==> src/rtl/xcvr_par_pkg.sv <==
package xcvr_par_pkg;
    localparam int unsigned BUS_W = 8;

    typedef struct packed {
        logic a_drv;
        logic b_drv;
        logic p_drv;
        logic chk_on;
    } xcvr_ctl_t;
endpackage

==> src/rtl/xcvr_par_tree.sv <==
module xcvr_par_tree #(
    parameter int unsigned W = 8
) (
    input  logic [W-1:0] d,
    output logic         p
);
    localparam int unsigned LVL    = (W > 1) ? $clog2(W) : 1;
    localparam int unsigned LEAVES = 1 << LVL;
    localparam int unsigned NODES  = 2 * LEAVES - 1;

    logic [LEAVES-1:0] pad;
    logic [NODES-1:0]  tree;

    // balanced XOR tree: leaves at the top of the heap, root at index 0
    always_comb begin
        pad = '0;
        pad[W-1:0] = d;
        tree = '0;
        for (int i = 0; i < int'(LEAVES); i++) begin
            tree[LEAVES-1+i] = pad[i];
        end
        for (int k = int'(LEAVES) - 2; k >= 0; k--) begin
            tree[k] = tree[2*k+1] ^ tree[2*k+2];
        end
    end

    assign p = tree[0];
endmodule

==> src/rtl/xcvr_par_route.sv <==
module xcvr_par_route
    import xcvr_par_pkg::*;
(
    input  logic      dir_tx,
    input  logic      oe_n,
    output xcvr_ctl_t ctl
);
    xcvr_ctl_t ctl_d;

    always_comb begin
        ctl_d        = '0;
        ctl_d.a_drv  = !oe_n && !dir_tx;
        ctl_d.b_drv  = !oe_n &&  dir_tx;
        ctl_d.p_drv  = !oe_n &&  dir_tx;
        ctl_d.chk_on = !oe_n && !dir_tx;
    end

    assign ctl = ctl_d;
endmodule

==> src/rtl/xcvr_par_check.sv <==
module xcvr_par_check #(
    parameter int unsigned W = 8
) (
    input  logic [W-1:0] b_in,
    input  logic         par_in,
    input  logic         odd_sel,
    input  logic         chk_on,
    output logic         err_n
);
    logic b_par;
    logic err_n_d;

    xcvr_par_tree #(.W(W)) u_tree (
        .d (b_in),
        .p (b_par)
    );

    // the nine-bit total must have the parity named by odd_sel
    always_comb begin
        err_n_d = 1'b1;
        if (chk_on) begin
            err_n_d = ((b_par ^ par_in) == odd_sel);
        end
    end

    assign err_n = err_n_d;
endmodule

==> src/rtl/xcvr_par.sv <==
module xcvr_par
    import xcvr_par_pkg::*;
#(
    parameter int unsigned WIDTH = BUS_W
) (
    input  logic [WIDTH-1:0] a_in,
    output logic [WIDTH-1:0] a_out,
    output logic             a_oe,
    input  logic [WIDTH-1:0] b_in,
    output logic [WIDTH-1:0] b_out,
    output logic             b_oe,
    input  logic             par_in,
    output logic             par_out,
    output logic             par_oe,
    input  logic             dir_tx,
    input  logic             oe_n,
    input  logic             odd_sel,
    output logic             err_n
);
    xcvr_ctl_t ctl;
    logic      a_par;

    xcvr_par_route u_route (
        .dir_tx (dir_tx),
        .oe_n   (oe_n),
        .ctl    (ctl)
    );

    xcvr_par_tree #(.W(WIDTH)) u_gen (
        .d (a_in),
        .p (a_par)
    );

    xcvr_par_check #(.W(WIDTH)) u_chk_path (
        .b_in    (b_in),
        .par_in  (par_in),
        .odd_sel (odd_sel),
        .chk_on  (ctl.chk_on),
        .err_n   (err_n)
    );

    assign a_out   = b_in;
    assign b_out   = a_in;
    assign a_oe    = ctl.a_drv;
    assign b_oe    = ctl.b_drv;
    assign par_oe  = ctl.p_drv;
    assign par_out = a_par ^ odd_sel;
endmodule

==> config.mk <==
export PLATFORM = sky130hd
export DESIGN_NAME = xcvr_par
export DESIGN_NICKNAME = d
export VERILOG_FILES = /design/src/rtl/xcvr_par_pkg.sv /design/src/rtl/xcvr_par_tree.sv /design/src/rtl/xcvr_par_route.sv /design/src/rtl/xcvr_par_check.sv /design/src/rtl/xcvr_par.sv
export SDC_FILE = /design/constraint.sdc
export NUM_CORES = 1
export LEC_CHECK = 0
export BUFFER_PORTS_ARGS = -buffer_cell sky130_fd_sc_hd__buf_2
export CAP_MARGIN = 15
export CORE_AREA = 5 5 42 44
export DETAILED_ROUTE_END_ITERATION = 7
export DIE_AREA = 0 0 47 49
export SLEW_MARGIN = 20
export SYNTH_ARGS = -nofsm -noshare
export SYNTH_HDL_FRONTEND = slang
export SYNTH_SLANG_ARGS = --single-unit
==> constraint.sdc <==
create_clock -name vclk -period 1.3
set_clock_uncertainty 0.15 [all_clocks]
set_input_delay 0.195 -clock vclk [all_inputs]
set_output_delay 0.195 -clock vclk [all_outputs]
set_load 0.05 [all_outputs]
==> flow_summary.json <==
{
  "status": "finished with violations",
  "violations": "negative setup slack",
  "die_area_sq_um": 2303,
  "worst-setup-path-type": "input port to primary output",
  "grt_pass1_vias": 291,
  "p_leak_nw": 0.3045,
  "seqCellArea_sq_um": 0,
  "design.seq.count": 0,
  "post_dp_cell_area_sq_um": 461.7,
  "drv_cap": 0,
  "totalWireLength_um": 755,
  "fin_util_pct": 40.27,
  "peakVddDrop_mv": 0.5473,
  "min-delay-start": "b_in[2]",
  "yosys_warnings": 0,
  "drtAntennaViolNets": 0,
  "min_to": "a_out[2]",
  "grt_pass1_wl_um": 1097,
  "powerDensity_nw_per_um2": 860.9,
  "antenna_found_initial": 0,
  "final_area_sq_um": 564.3,
  "grt_usage_pct": 5.990,
  "nNetsFinal": 84,
  "clock_buffers": 0,
  "n_fill_cell": 147,
  "multiInputGateArea_sq_um": 262.8,
  "first_pass_iters": 1,
  "syn_inst": 36,
  "pin_count": 41,
  "hold_viol": 0,
  "drive_gt1_share_pct": 87.10,
  "vias": 299,
  "slew_viol_final": 0,
  "min_path_cells": 2,
  "drc": 0,
  "worstPathMaxFanout": 2,
  "rsz0062_at_grt": "yes",
  "hold_class": "input port to primary output",
  "ys_top_cells_by_count": "17 x buf_4, 11 x xnor2_1, 4 x xor2_1",
  "area_growth_pct": 91.10,
  "layoutNonFillerInstCount": 78,
  "synthDistinctLibCells": 7,
  "arrival_ns": 1.27,
  "worst_pin_slew_ns": 0.2419,
  "netlist_area_sq_um": 295.3,
  "setup_viol": 2,
  "slew_headroom_pct": 83.76,
  "fmax_mhz": 618.5,
  "ys_seq_area_share_pct": 0,
  "syn-num-nets": 56,
  "die_w_um": 47,
  "setup_ws_ns": -0.3168,
  "gr-total-overflow": 0,
  "hold-worst-slack_ns": 0.5370,
  "total_power_mw": 0.4858,
  "period_minus_slack_ns": 1.617,
  "yosysTopAreaCell": "buf_4",
  "place_congestion": 0.5686,
  "place_ws_ns": -0.3652,
  "syn_avg_cell_area_sq_um": 8.202,
  "yosysTopAreaCellShare_pct": 43.22,
  "detailed_place_hpwl_um": 655.7,
  "finalCritPeriodShare_pct": 124.4,
  "vias_per_cell": 3.833,
  "cp.required_ns": 0.95,
  "end_kind": "primary output",
  "grt_max_degree": 3,
  "start_kind": "input port",
  "die_y_um": 49,
  "cts_setup_buffers": 0,
  "wire_per_inst_um": 9.679,
  "drtIter0Drc": 0,
  "row_count": 14,
  "io_buffers": 41,
  "yosysMostFrequentCell": "buf_4",
  "initial_core_util_pct": 21.07,
  "antennaDiodeCount": 0,
  "placed_cells": 78,
  "synth_area_leaders": "buf_4 43%, xnor2_1 33%, xor2_1 12%",
  "setup-tns-final_ns": -0.4689,
  "core_sq_um": 1401,
  "cts_hold_buf": 0
}
## layer usage
metal  wire [um]  global-route usage (%)
met2         380                   13.12
met1         192                   5.066
met3         182                   1.476
met4           0                       0
met5           0                       0
## cell families (layout without fill, tap and decap cells)
logic type / after synthesis / count (layout) / synth area share, %
XOR/XNOR: 16 / 16 / 52.12
buffers and inverters: 17 / 43 / 43.22
AND/OR/NAND/NOR: 3 / 3 / 4.660
## area by class of cell
class                           instances  area share (%)
Tap cell                               16           3.548
Timing Repair Buffer                   43           49.89
Multi-Input combinational cell         19           46.56
## worst max-delay path, cell delays in order
cell and delay (ns):
buf_6 0.10, xor2_2 0.15, xnor3_1 0.41, xnor2_1 0.19, nand2_2 0.07, buf_8 0.15
## placed cells by master (no fill, tap or decap)
cell     synthesis  final
buf_2            0     33
buf_4           17      2
buf_6            0      5
buf_8            0      3
nand2_2          0      1
nor2_2           0      1
nor2b_4          0      1
xnor2_1         11      4
xnor2_2          0      5
xnor2_4          0      2
xnor3_1          1      1
xor2_1           4      3
xor2_2           0      1
## worst max path at each step
stage	start	cells past startpoint	slack, ns	to
finish	b_in[5]	6	-0.32	err_n
global route	b_in[5]	6	-0.37	err_n
CTS	b_in[4]	6	-0.31	err_n
detailed placement	b_in[4]	6	-0.37	err_n
global placement	b_in[6]	6	-0.35	err_n
floorplan	a_in[7]	4	-0.17	par_out
## what timing repair did
item                                    4_1_cts  5_1_grt
endpoints found under the setup margin        2        2
resized for setup                            14        6
pin swaps                                     5        8
## report_power, final
group	internal (mW)	switching (mW)	total [mW]
Sequential	0	0	0
Combinational	0.203	0.283	0.486
Clock	0	0	0
Total	0.203	0.283	0.486
No activity file was read; power rests on OpenSTA's default activity.
